--- src/rtl/stretch_pkg.sv ---
package stretch_pkg;

    localparam int DEFAULT_CODE_W = 14;

    typedef enum logic [1:0] {
        ST_IDLE  = 2'd0,
        ST_COUNT = 2'd1,
        ST_DONE  = 2'd2
    } stretch_state_e;

    typedef struct packed {
        logic load;
        logic dec;
    } cnt_cmd_t;

    function automatic stretch_state_e next_state(
        input stretch_state_e cur,
        input logic           start,
        input logic           last
    );
        stretch_state_e nxt;
        nxt = cur;
        if (start) begin
            nxt = ST_COUNT;
        end else if (cur == ST_COUNT && last) begin
            nxt = ST_DONE;
        end
        return nxt;
    endfunction

endpackage

--- src/rtl/stretch_counter.sv ---
module stretch_counter
    import stretch_pkg::*;
#(
    parameter int CODE_W = DEFAULT_CODE_W
) (
    input  logic              clk,
    input  logic              rst,
    input  cnt_cmd_t          cmd,
    input  logic [CODE_W-1:0] load_val,
    output logic [CODE_W-1:0] cnt,
    output logic              last
);

    localparam logic [CODE_W-1:0] ONE = CODE_W'(1);

    always_ff @(posedge clk) begin
        if (rst) begin
            cnt <= '0;
        end else if (cmd.load) begin
            cnt <= load_val;
        end else if (cmd.dec) begin
            cnt <= cnt - ONE;
        end
    end

    // Codes 0 and 1 both end on the first counted edge.
    assign last = (cnt <= ONE);

    AST_NO_WRAP: assert property (@(posedge clk) disable iff (rst)
        !cmd.load |=> cnt <= $past(cnt));

    AST_LOAD_VALUE: assert property (@(posedge clk) disable iff (rst)
        cmd.load |=> cnt == $past(load_val));

endmodule

--- src/rtl/stretch_ctrl.sv ---
module stretch_ctrl
    import stretch_pkg::*;
(
    input  logic     clk,
    input  logic     rst,
    input  logic     start,
    input  logic     last,
    output cnt_cmd_t cmd,
    output logic     running,
    output logic     done
);

    stretch_state_e state_q;
    stretch_state_e state_d;

    always_comb begin
        state_d  = next_state(state_q, start, last);
        cmd.load = start;
        cmd.dec  = !start && (state_q == ST_COUNT) && !last;
    end

    always_ff @(posedge clk) begin
        if (rst) begin
            state_q <= ST_IDLE;
        end else begin
            state_q <= state_d;
        end
    end

    assign running = (state_q == ST_COUNT);
    assign done    = (state_q == ST_DONE);

    AST_START_CLEARS: assert property (@(posedge clk) disable iff (rst)
        start |=> !done);

    AST_DONE_HOLDS: assert property (@(posedge clk) disable iff (rst)
        done && !start |=> done);

    AST_TERM_FINISHES: assert property (@(posedge clk) disable iff (rst)
        running && last && !start |=> done);

    AST_IDLE_QUIET: assert property (@(posedge clk) disable iff (rst)
        !running && !done && !start |=> !done);

endmodule

--- src/rtl/period_stretcher.sv ---
module period_stretcher
    import stretch_pkg::*;
#(
    parameter int CODE_W = DEFAULT_CODE_W
) (
    input  logic              clk,
    input  logic              rst,
    input  logic              start,
    input  logic [CODE_W-1:0] code,
    output logic              stretch_out,
    output logic              eoc
);

    cnt_cmd_t          cmd;
    logic [CODE_W-1:0] cnt;
    logic              last;
    logic              running;
    logic              done;

    stretch_counter #(.CODE_W(CODE_W)) u_cnt (
        .clk      (clk),
        .rst      (rst),
        .cmd      (cmd),
        .load_val (code),
        .cnt      (cnt),
        .last     (last)
    );

    stretch_ctrl u_ctrl (
        .clk     (clk),
        .rst     (rst),
        .start   (start),
        .last    (last),
        .cmd     (cmd),
        .running (running),
        .done    (done)
    );

    assign stretch_out = done;
    assign eoc         = done;

    AST_RESET_LOW: assert property (@(posedge clk)
        $past(rst) |-> !stretch_out && !eoc);

endmodule

--- config.mk ---
export PLATFORM = sky130hd
export DESIGN_NAME = period_stretcher
export DESIGN_NICKNAME = d
export VERILOG_FILES = /design/src/rtl/stretch_pkg.sv /design/src/rtl/stretch_counter.sv /design/src/rtl/stretch_ctrl.sv /design/src/rtl/period_stretcher.sv
export SDC_FILE = /design/constraint.sdc
export NUM_CORES = 1
export LEC_CHECK = 0
export BUFFER_PORTS_ARGS = -buffer_cell sky130_fd_sc_hd__buf_2
export CAP_MARGIN = 15
export CORE_MARGIN = 2
export CORE_UTILIZATION = 44
export CTS_CLUSTER_SIZE = 20
export DETAILED_ROUTE_END_ITERATION = 16
export HOLD_SLACK_MARGIN = 0.03
export PLACE_DENSITY = 0.66
export SYNTH_ARGS = -nofsm -noshare
export SYNTH_HDL_FRONTEND = slang
export SYNTH_SLANG_ARGS = --single-unit
--- constraint.sdc ---
create_clock -name clk -period 2.7 [get_ports clk]
set_input_delay 0.135 -clock clk [delete_from_list [all_inputs] [get_ports clk]]
set_output_delay 0.135 -clock clk [all_outputs]
set_load 0.02 [all_outputs]
### Yosys cells after proc, flatten, opt, wreduce, memory -nomap -nowiden

Cells that the tools add are included.

* register bits after elaboration: 16
* input bits: 17
* output and inout bits: 2
* word-level logic and storage cells: 19

* $add $sub $neg: 1
* order comparisons: 1
* equality and inequality tests: 2
* mux-type cells: 4
* reduce and logical (&&, ||, !) cells: 8

Operators by type and width (number)
* 2-to-1 mux 14 bit: 2
* less-or-equal comparator 14 x 1 -> 1 bit, second input constant: 1
* subtractor 14 x 1 -> 14 bit, second input constant: 1
* nonzero test 2 bit: 2
* logical AND 1 bit: 3
* equality test 2 x 1 -> 1 bit, second input constant: 1
* equality test 2 bit, second input constant: 1
* zero test 1 bit: 2
* 2-to-1 mux 1 bit: 2
* OR reduction 2 bit: 1

### Depth between registers and ports, before layout

Gate-level depths: netlist of the first run.

* depth after elaboration: 5
* depth in mapped cells: 7

### Modules after synthesis

Synthesis of the first run repeated with hierarchy kept, for this count alone.

* cells, all modules: 111
* area total of the unflattened synthesis: 974.7 sq um

By module, submodules not included
* stretch_counter: times used 1, cells each 99, area an instance 854.6 sq um, sequential area each 280.3 sq um
* stretch_ctrl: times used 1, cells each 11, area an instance 112.6 sq um, sequential area each 40.0 sq um
* period_stretcher: times used 1, cells each 1, area an instance 7.5 sq um, sequential area each 0.0 sq um

### Worst setup path before layout of the first run

No wires, ideal clock.

* kind: reg2reg
* from: register u_cnt.cnt[8]
* to: register u_cnt.cnt[5]
* setup time: 0.086 ns
* arrival: 1.813 ns
* data required time: 2.614 ns
* slack: 0.802 ns
* stages on the path, launching flop included: 6
* clock period less this slack: 1.898 ns
* cell sequence: dfxtp_1 > or4_4 > nor4b_4 > a2111oi_0 > xnor2_1 > a211oi_1

* word-level cells in the longest chain between the ends: 4

Ends and longest elaborated chain
* from (decl): line stretch_counter.sv:10 `output logic [CODE_W-1:0] cnt,`
* from (signal assigned): line stretch_counter.sv:20 `cnt <= load_val;`
* from (signal assigned): line stretch_counter.sv:22 `cnt <= cnt - ONE;`
* less-or-equal comparator 14 x 1 -> 1 bit: line stretch_counter.sv:27 `assign last = (cnt <= ONE);`
* zero test 1 bit: line stretch_ctrl.sv:19 `cmd.dec = !start && (state_q == ST_COUNT) && !last;`
* logical AND 1 bit: line stretch_ctrl.sv:19
* nonzero test 2 bit (no source line)

No other way between the ends.
A chain may end at the register's enable or synchronous reset.

### Final worst setup path of the first run

Ends and elaborated chain as after synthesis.

==> results of run 1 <==
==> flip-flops by register name (all words and copies together), names as in the netlist <==
register and cells:
u_ctrl.state_q 2, u_cnt.cnt 14
==> layer usage <==
layer  GRT usage, %  vias to the layer above  share of wire, %
li1               -                      450                 -
met1           23.0                      420                48
met2           33.3                       14                48
met3           2.68                        4               2.9
met4           5.41                        0              0.85
met5              0                        -                 0
==> cell families after synthesis <==
kind of cell	count (synthesis)	share of synthesized area, %
and+or+nand+nor	53	33.3
adders and majority gates	2	2.63
buffers and inverters	10	4.35
DFF	16	33.7
muxes	1	1.05
xor gates and xnor gates	7	6.46
AOI/OAI and AO/OA	25	18.4
==> power by group <==
group          internal [uW]  switching, uW
clock                   82.0           77.1
combinational           58.0           70.1
sequential               254           22.0
==> placed cells by master, fill, tap and decap left out, drive strengths merged, types with 3 or more instances in the layout <==
master,synthesis,final
a21oi,5,5
o21ai,4,4
nor4,4,4
clkbuf,4,4
nand4,3,3
nor3,9,9
buf,2,18
a211oi,9,9
dfxtp,16,16
xnor2,6,6
nand2,6,6
inv,4,4
nor2,16,16
==> worst max-delay path, delay by kind of cell, from the launching register on <==
kind,cells,cell delay [ns]
simple gates,2,1.02
xor+xnor,1,0.17
compound gates,2,0.44
flops,1,0.37
==> how the worst max path moves through the flow <==
stage	startpoint	endpoint	slack [ns]	depth (start not counted)
floorplan	u_cnt.cnt[8]	u_cnt.cnt[5]	0.80	5
CTS	u_cnt.cnt[8]	u_cnt.cnt[5]	0.64	5
global placement	u_cnt.cnt[8]	u_cnt.cnt[5]	0.74	5
finish	u_cnt.cnt[8]	u_cnt.cnt[5]	0.64	5
detailed placement	u_cnt.cnt[8]	u_cnt.cnt[5]	0.68	5
global route	u_cnt.cnt[0]	u_cnt.cnt[5]	0.50	7
==> layout make-up <==
cell class / count / area share [%]
Multi-Input combinational cell: 88 / 54.3
Sequential cell: 16 / 29.6
Timing Repair Buffer: 18 / 8.31
Clock buffer: 4 / 3.35
Tap cell: 27 / 3.12
Inverter: 4 / 1.39
==> stage by stage <==
stage	util, %	hold slack [ns]
floorplan	-	0.280
global placement	52.3	0.385
detailed placement	52.3	0.405
CTS	54.1	0.0965
global route	54.1	0.101
finish	54.1	0.0963
==> impl_metrics.py, run 1 <==
metrics = {
    "outcome": {
        "status": "finished, final reports clean",
    },
    "timing": {
        "worst_slack_ns": 0.638,
        "min_period_ns": 2.06,
        "slew_violations": 0,
        "finalSetupViolations": 0,
        "clock.fmax_mhz": 485,
        "finalHoldViolations": 0,
        "rsz0062_at_grt": "false",
        "finalCritPeriodShare_pct": 76.4,
        "slew_headroom_pct": 56.3,
        "clock_skew_ns": 0.00214,
        "setup_tns_ns": 0,
        "tightest_slew_ns": 0.654,
    },
    "synth": {
        "syn-instance-count": 114,
        "synthTopCellsByCount": "dfxtp_1, nor2_1, a211oi_1, nor3_1",
        "postSynth.asyncResetShare_pct": 0,
        "synth_flop_cell": "dfxtp_1",
        "avgSynthCellArea_um2": 8.33,
        "synth_top_area_share_pct": 33.7,
        "synth_edf_count": 0,
        "yosysTopAreaCell": "dfxtp_1",
        "ys_types": 38,
        "synth.net_count": 133,
        "synth.area.top_cells": "dfxtp_1, a211oi_1, nor2_1",
        "ys_warn_count": 0,
        "ys_seq_area_share_pct": 33.7,
        "synth-seq-cells": 16,
        "syn_area_um2": 950,
    },
    "cts": {
        "clk-insertion-delay-late_ns": 0.28,
        "h-tree-depth": 1,
        "cts_buffers": 3,
        "cts_tree": "done",
        "clock-sinks": 16,
        "root_buffer": "clkbuf_4",
        "cts.path.max_buffers": 2,
        "cts_setup_buffers": 0,
        "clkSlewWorstSetupHoldPaths_ns": 0.10,
        "cts.repair.resized": 0,
        "cts_hold_buf": 0,
    },
    "worst_setup_path": {
        "cp_cell_sequence": "or4_4 -> nor4b_4 -> a2111oi_0 -> xnor2_1 -> a211oi_1",
        "rr_startpoint": "u_cnt.cnt[8]",
        "cp_max_fo": 6,
        "reg2regPathDepth": 5,
        "critical-path-slowest-cell": "or4_4",
        "r2r_slack_ns": 0.64,
        "r2r-end": "u_cnt.cnt[5]",
        "cpPeakStageDelay_ns": 0.59,
        "path_class": "flop to flop",
        "cp-end-kind": "flop",
        "worstPathRequired_ns": 2.91,
        "startpoint_type": "flop",
        "critPathArrivalTime_ns": 2.27,
    },
    "worst_hold_path": {
        "hp-class": "input port to flop",
        "whs_endpoint": "u_cnt.cnt[8]",
        "hold_depth": 3,
        "holdCritStartpoint": "code[8]",
    },
    "flow_run": {
        "cap_violations": 0,
    },
    "routing": {
        "drc": 0,
        "drt_iter0_markers": 11,
        "first_pass_iters": 4,
        "wl_mm": 2.11,
        "vias": 888,
        "postRouteAntennaNets": 0,
        "via_per_inst": 5.66,
        "wl_per_cell_um": 13.5,
    },
    "global_routing": {
        "grt_usage_pct": 18.6,
        "grt_pass1_vias": 856,
        "antenna_found_initial": 0,
        "grt_pass1_wl_mm": 3.68,
        "grt_start_max_net_pins": 24,
        "gr-total-overflow": 0,
    },
    "layout": {
        "final-instance-count-excl-fill": 157,
        "multiInputGateArea_um2": 588,
        "drive_above_1_share_pct": 23.1,
        "n_antenna_cell": 0,
        "seqCellArea_um2": 320,
        "syn_to_final_growth_pct": 14.1,
        "final_nets": 150,
        "final.fill_count": 219,
        "final_area_um2": 1080,
    },
    "place": {
        "dpl.cell_count": 153,
        "io_buffers": 18,
        "placed_area_um2": 1050,
        "dp_hpwl_mm": 1.52,
        "dpl_worst_slack_ns": 0.679,
        "gp_congestion": 0.814,
    },
    "die": {
        "ios": 19,
        "die-area_um2": 2550,
        "fp.dieH_um": 50.5,
        "initial_core_util_pct": 47.4,
        "rows": 16,
        "die_x_um": 50.5,
        "core-area_um2": 2000,
    },
    "pwr": {
        "power.density_nw_per_um2": 520,
        "total_power_uw": 563,
        "p_leak_uw": 0.000423,
        "ir_drop_v": 0.000268,
    },
}
No activity file was read; power rests on OpenSTA's default activity.
==> run 2: changes to the inputs <==
clock period = 2.1 ns   (was 2.7 ns; I/O delays follow)
==> run 2 against run 1 <==
Net effect:
- maximum frequency up 2.6%
- sequential cell count unchanged
- utilization up 2.0 points
- total power up 25%
- global-route usage down 0.54 points
- critical endpoint is now u_cnt.cnt[4]
- largest power group unchanged
==> impl_metrics.py, run 2 (same netlist as run 1, synthesis figures left out) <==
metrics = {
    "die": {
        "fp.dieH_um": 50.5,
        "core-area_um2": 2000,
        "ios": 19,
        "initial_core_util_pct": 47.4,
        "die-area_um2": 2550,
        "rows": 16,
        "die_x_um": 50.5,
    },
    "cts": {
        "cts.path.max_buffers": 2,
        "cts_buffers": 3,
        "h-tree-depth": 1,
        "clk-insertion-delay-late_ns": 0.29,
        "cts_hold_buf": 0,
        "cts_tree": "done",
        "root_buffer": "clkbuf_4",
        "clkSlewWorstSetupHoldPaths_ns": 0.09,
        "clock-sinks": 16,
    },
    "timing": {
        "hold_ws_ns": 0.0511,
        "tightest_slew_ns": 0.676,
        "finalSetupViolations": 0,
        "clock_skew_ns": 0.000933,
        "min_period_ns": 2.01,
        "slew_headroom_pct": 54.9,
        "finalCritPeriodShare_pct": 95.7,
        "finalHoldViolations": 0,
        "clock.fmax_mhz": 497,
        "worst_slack_ns": 0.0896,
        "slew_violations": 0,
    },
    "routing": {
        "first_pass_iters": 4,
        "vias": 900,
        "postRouteAntennaNets": 0,
        "drc": 0,
        "drt_iter0_markers": 16,
        "via_per_inst": 5.59,
        "wl_mm": 2.16,
        "wl_per_cell_um": 13.4,
    },
    "pwr": {
        "comb_power_share_pct": 26.3,
        "pwr-share-seq_pct": 50.7,
        "ir_drop_v": 0.000404,
        "p_switching_uw": 222,
        "clkPwrFrac_pct": 23.0,
        "p_int_uw": 482,
        "power.density_nw_per_um2": 627,
        "switching_share_pct": 31.5,
        "p_leak_uw": 0.000445,
    },
    "layout": {
        "mostFrequentLayoutCell": "buf_2",
        "final.fill_count": 204,
        "largest_reg_flops": 14,
        "top_register": "u_cnt.cnt",
        "final_core_util_pct": 56.1,
        "layout_common_cells": "buf_2, nor2_1, dfxtp_1",
        "final_nets": 155,
        "top_regs": "u_cnt.cnt (14), u_ctrl.state_q (2)",
        "n_antenna_cell": 0,
        "syn_to_final_growth_pct": 18.3,
        "drive_above_1_share_pct": 27.6,
    },
    "worst_setup_path": {
        "worstPathRequired_ns": 2.30,
        "crit_family": "simple AND/OR/NAND/NOR gates",
        "cp-end-kind": "flop",
        "startpoint_type": "flop",
        "cp_cell_sequence": "or4_4 -> nor4b_4 -> buf_4 -> buf_4 -> a211oi_1 -> xnor2_1 -> a211oi_1",
        "critical-path-slowest-cell": "or4_4",
        "path_class": "flop to flop",
        "cp_max_fo": 6,
        "cpPeakStageDelay_ns": 0.58,
        "critPathArrivalTime_ns": 2.22,
        "crit_buf_inv": 2,
    },
    "worst_hold_path": {
        "hp-class": "input port to flop",
    },
    "place": {
        "gp_congestion": 0.801,
        "io_buffers": 18,
        "dpl_worst_slack_ns": 0.0496,
        "dp_hpwl_mm": 1.53,
    },
    "global_routing": {
        "grt_usage_pct": 18.1,
        "grt_pass1_wl_mm": 3.52,
        "grt_pass1_vias": 855,
        "grt_start_max_net_pins": 24,
        "antenna_found_initial": 0,
        "gr-total-overflow": 0,
    },
    "outcome": {
        "status": "finished, final reports clean",
    },
    "flow_run": {
        "cap_violations": 0,
    },
}
run 2: cell count changes in the layout (fill, tap and decap cells not counted), sizes merged:
cell | previous run | this run
buf | 18 | 23
clkbuf | 4 | 3
run 2: timing repair:
action,4_1_cts,5_1_grt
hold endpoints to repair,0,0
endpoints found under the setup margin,0,5
buffers inserted,0,3
resized for setup,0,5
run 2: worst paths after layout:
check	start	to	slack, ns	depth (start not counted)
min	code[8]	u_cnt.cnt[8]	0.05	3
max	u_cnt.cnt[8]	u_cnt.cnt[4]	0.09	7
max reg2reg	u_cnt.cnt[8]	u_cnt.cnt[4]	0.09	7
min reg2reg	u_cnt.cnt[12]	u_cnt.cnt[12]	0.53	2
run 2: metal layers:
| layer | GRT usage [%] | up-vias | routed length [um] |
|---|---|---|---|
| li1 | - | 462 | - |
| met1 | 22.6 | 416 | 1020 |
| met2 | 29.8 | 17 | 1040 |
| met3 | 2.68 | 5 | 55 |
| met4 | 9.91 | 0 | 43 |
| met5 | 0 | - | 0 |
run 2: tightest hold or removal path: stages:
cell and delay, ns:
buf_2 0.09, nand2_1 0.05, a21oi_1 0.05
run 2: through the flow:
step,setup TNS (ns),instance area (um^2),cells,total power [uW]
final,0,1120,161,704
after floorplan,0,950,114,483
after CTS,0,1080,158,691
after global routing,-0.00740,1120,161,749
after detailed placement,0,1060,155,533
after global placement,0,1060,155,528
run 2: power groups by stage:
| stage | registers, uW | logic (uW) | clock network (uW) |
|---|---|---|---|
| 3_3_place_gp | 361 | 167 | 0 |
| 6_report | 357 | 185 | 162 |
| 2_1_floorplan | 355 | 128 | 0 |
| 3_5_place_dp | 361 | 171 | 0 |
| 4_1_cts | 354 | 172 | 164 |
| 5_1_grt | 360 | 208 | 180 |
run 2: layout make-up:
| type | count | area (um^2) | area share (%) |
|---|---|---|---|
| inverters | 4 | 15.0 | 1.34 |
| flip-flops and latches | 16 | 323 | 28.7 |
| multi-input cells | 88 | 602 | 53.6 |
| clock buffers | 3 | 22.5 | 2.00 |
| repair buffers | 23 | 128 | 11.4 |
| well taps | 27 | 33.8 | 3.01 |
==> run 3: changes to the inputs <==
CAP_MARGIN = 20   (was 15)
PLACE_DENSITY = unset   (was 0.66)
PLACE_DENSITY_LB_ADDON = 0.05   (was unset)
SKIP_LAST_GASP = 1   (was unset)
==> run 3 against run 2 <==
Net effect:
- global-route usage is 1.1 points higher
- clock power grew 3%
- design area shrank 1.4%
- utilization shrank 0.81 points
- wire length decreased by 2.0%
- critical path type unchanged
- critical endpoint is now u_cnt.cnt[6]
==> impl_metrics.py, run 3 (same netlist as run 1, synthesis figures left out) <==
metrics = {
    "routing": {
        "drt_iter0_markers": 16,
        "vias": 886,
        "first_pass_iters": 4,
        "postRouteAntennaNets": 0,
        "wl_mm": 2.11,
        "drc": 0,
        "wl_per_cell_um": 13.3,
        "via_per_inst": 5.57,
    },
    "worst_setup_path": {
        "critPathArrivalTime_ns": 2.19,
        "cp-end-kind": "flop",
        "path_class": "flop to flop",
        "critical-path-slowest-cell": "or4_4",
        "cp_max_fo": 6,
        "worstPathRequired_ns": 2.30,
        "crit_family": "simple AND/OR/NAND/NOR gates",
        "cpPeakStageDelay_ns": 0.58,
        "startpoint_type": "flop",
        "crit_buf_inv": 1,
        "cp_cell_sequence": "or4_4 -> nor4b_4 -> buf_4 -> a21oi_4 -> nand4_1 -> nor4bb_1",
    },
    "timing": {
        "finalSetupViolations": 0,
        "clock.fmax_mhz": 503,
        "rsz0062_at_grt": "true",
        "finalHoldViolations": 0,
        "slew_violations": 0,
        "clock_skew_ns": 0.00397,
        "min_period_ns": 1.99,
        "slew_headroom_pct": 56.0,
        "hold_ws_ns": 0.0547,
        "finalCritPeriodShare_pct": 94.7,
        "tightest_slew_ns": 0.659,
    },
    "die": {
        "die-area_um2": 2550,
        "initial_core_util_pct": 47.4,
        "ios": 19,
        "core-area_um2": 2000,
        "fp.dieH_um": 50.5,
        "die_x_um": 50.5,
        "rows": 16,
    },
    "pwr": {
        "comb_power_share_pct": 25.5,
        "p_leak_uw": 0.000434,
        "ir_drop_v": 0.000314,
        "pwr-share-seq_pct": 50.6,
        "clkPwrFrac_pct": 23.9,
        "p_int_uw": 478,
        "switching_share_pct": 31.8,
        "p_switching_uw": 223,
        "total_power_uw": 702,
        "power.density_nw_per_um2": 634,
    },
    "cts": {
        "cts_buffers": 3,
        "cts_tree": "done",
        "clk-insertion-delay-late_ns": 0.29,
        "h-tree-depth": 1,
        "cts.path.max_buffers": 2,
        "cts_hold_buf": 0,
        "clock-sinks": 16,
        "clkSlewWorstSetupHoldPaths_ns": 0.10,
        "root_buffer": "clkbuf_4",
    },
    "layout": {
        "final_area_um2": 1110,
        "layout_common_cells": "buf_2, nor2_1, dfxtp_1",
        "top_regs": "u_cnt.cnt (14), u_ctrl.state_q (2)",
        "n_antenna_cell": 0,
        "mostFrequentLayoutCell": "buf_2",
        "drive_above_1_share_pct": 25.8,
        "largest_reg_flops": 14,
        "final.fill_count": 194,
        "final_nets": 153,
        "syn_to_final_growth_pct": 16.6,
        "top_register": "u_cnt.cnt",
    },
    "outcome": {
        "status": "finished, final reports clean",
    },
    "place": {
        "gp_congestion": 0.797,
        "dp_hpwl_mm": 1.48,
        "placed_area_um2": 1060,
        "io_buffers": 18,
    },
    "global_routing": {
        "antenna_found_initial": 0,
        "gr-total-overflow": 0,
        "grt_usage_pct": 19.2,
        "grt_pass1_vias": 848,
        "grt_start_max_net_pins": 24,
        "grt_pass1_wl_mm": 3.73,
    },
    "worst_hold_path": {
        "hp-class": "input port to flop",
    },
    "flow_run": {
        "cap_violations": 0,
    },
}
run 3: final cells by class:
class	count	area [um^2]	share of cell area, %
Clock buffer	3	22.5	2.03
Inverter	4	15.0	1.36
Multi-Input combinational cell	88	602	54.4
Sequential cell	16	322	29.0
Tap cell	27	33.8	3.05
Timing Repair Buffer	21	113	10.2
run 3: routing by layer:
| layer | vias to the layer above | global-route usage [%] | share of wire (%) |
|---|---|---|---|
| met5 | - | 0 | 0 |
| met4 | 0 | 4.95 | 0.47 |
| li1 | 460 | - | - |
| met2 | 20 | 31.1 | 45 |
| met3 | 3 | 6.85 | 5.5 |
| met1 | 403 | 24.1 | 49 |
run 3: per-stage QoR:
| step | setup WS, ns | setup TNS [ns] | instances | util (%) |
|---|---|---|---|---|
| finish | 0.111 | 0 | 159 | 55.3 |
| global route | -0.0221 | -0.0221 | 159 | 55.3 |
| CTS | 0.0586 | 0 | 158 | 54.2 |
| detailed placement | 0.0775 | 0 | 155 | 53.1 |
| global placement | 0.115 | 0 | 155 | 53.1 |
| floorplan | 0.202 | 0 | 114 | - |
run 3: final timing paths:
kind / start / to / depth (start not counted) / slack (ns)
worst max-delay path: u_cnt.cnt[8] / u_cnt.cnt[6] / 6 / 0.11
worst min-delay path: code[8] / u_cnt.cnt[8] / 3 / 0.05
worst max register to register: u_cnt.cnt[8] / u_cnt.cnt[6] / 6 / 0.11
worst min register to register: u_ctrl.state_q[0] / u_ctrl.state_q[0] / 2 / 0.54
run 3: repair_timing:
item | CTS | global route
hold endpoints to repair | 0 | 0
gates resized for setup | 0 | 4
setup endpoints to repair | 0 | 6
setup buffers | 0 | 1
run 3: worst min-delay path, cell delays in order:
cell and delay (ns):
buf_2 0.10, nand2_1 0.05, a21oi_1 0.06
run 3: power groups by stage:
stage	logic (uW)	clock network (uW)	registers, uW
floorplan	128	0	355
global placement	168	0	361
detailed placement	171	0	361
CTS	172	171	354
global route	200	187	360
finish	179	167	355
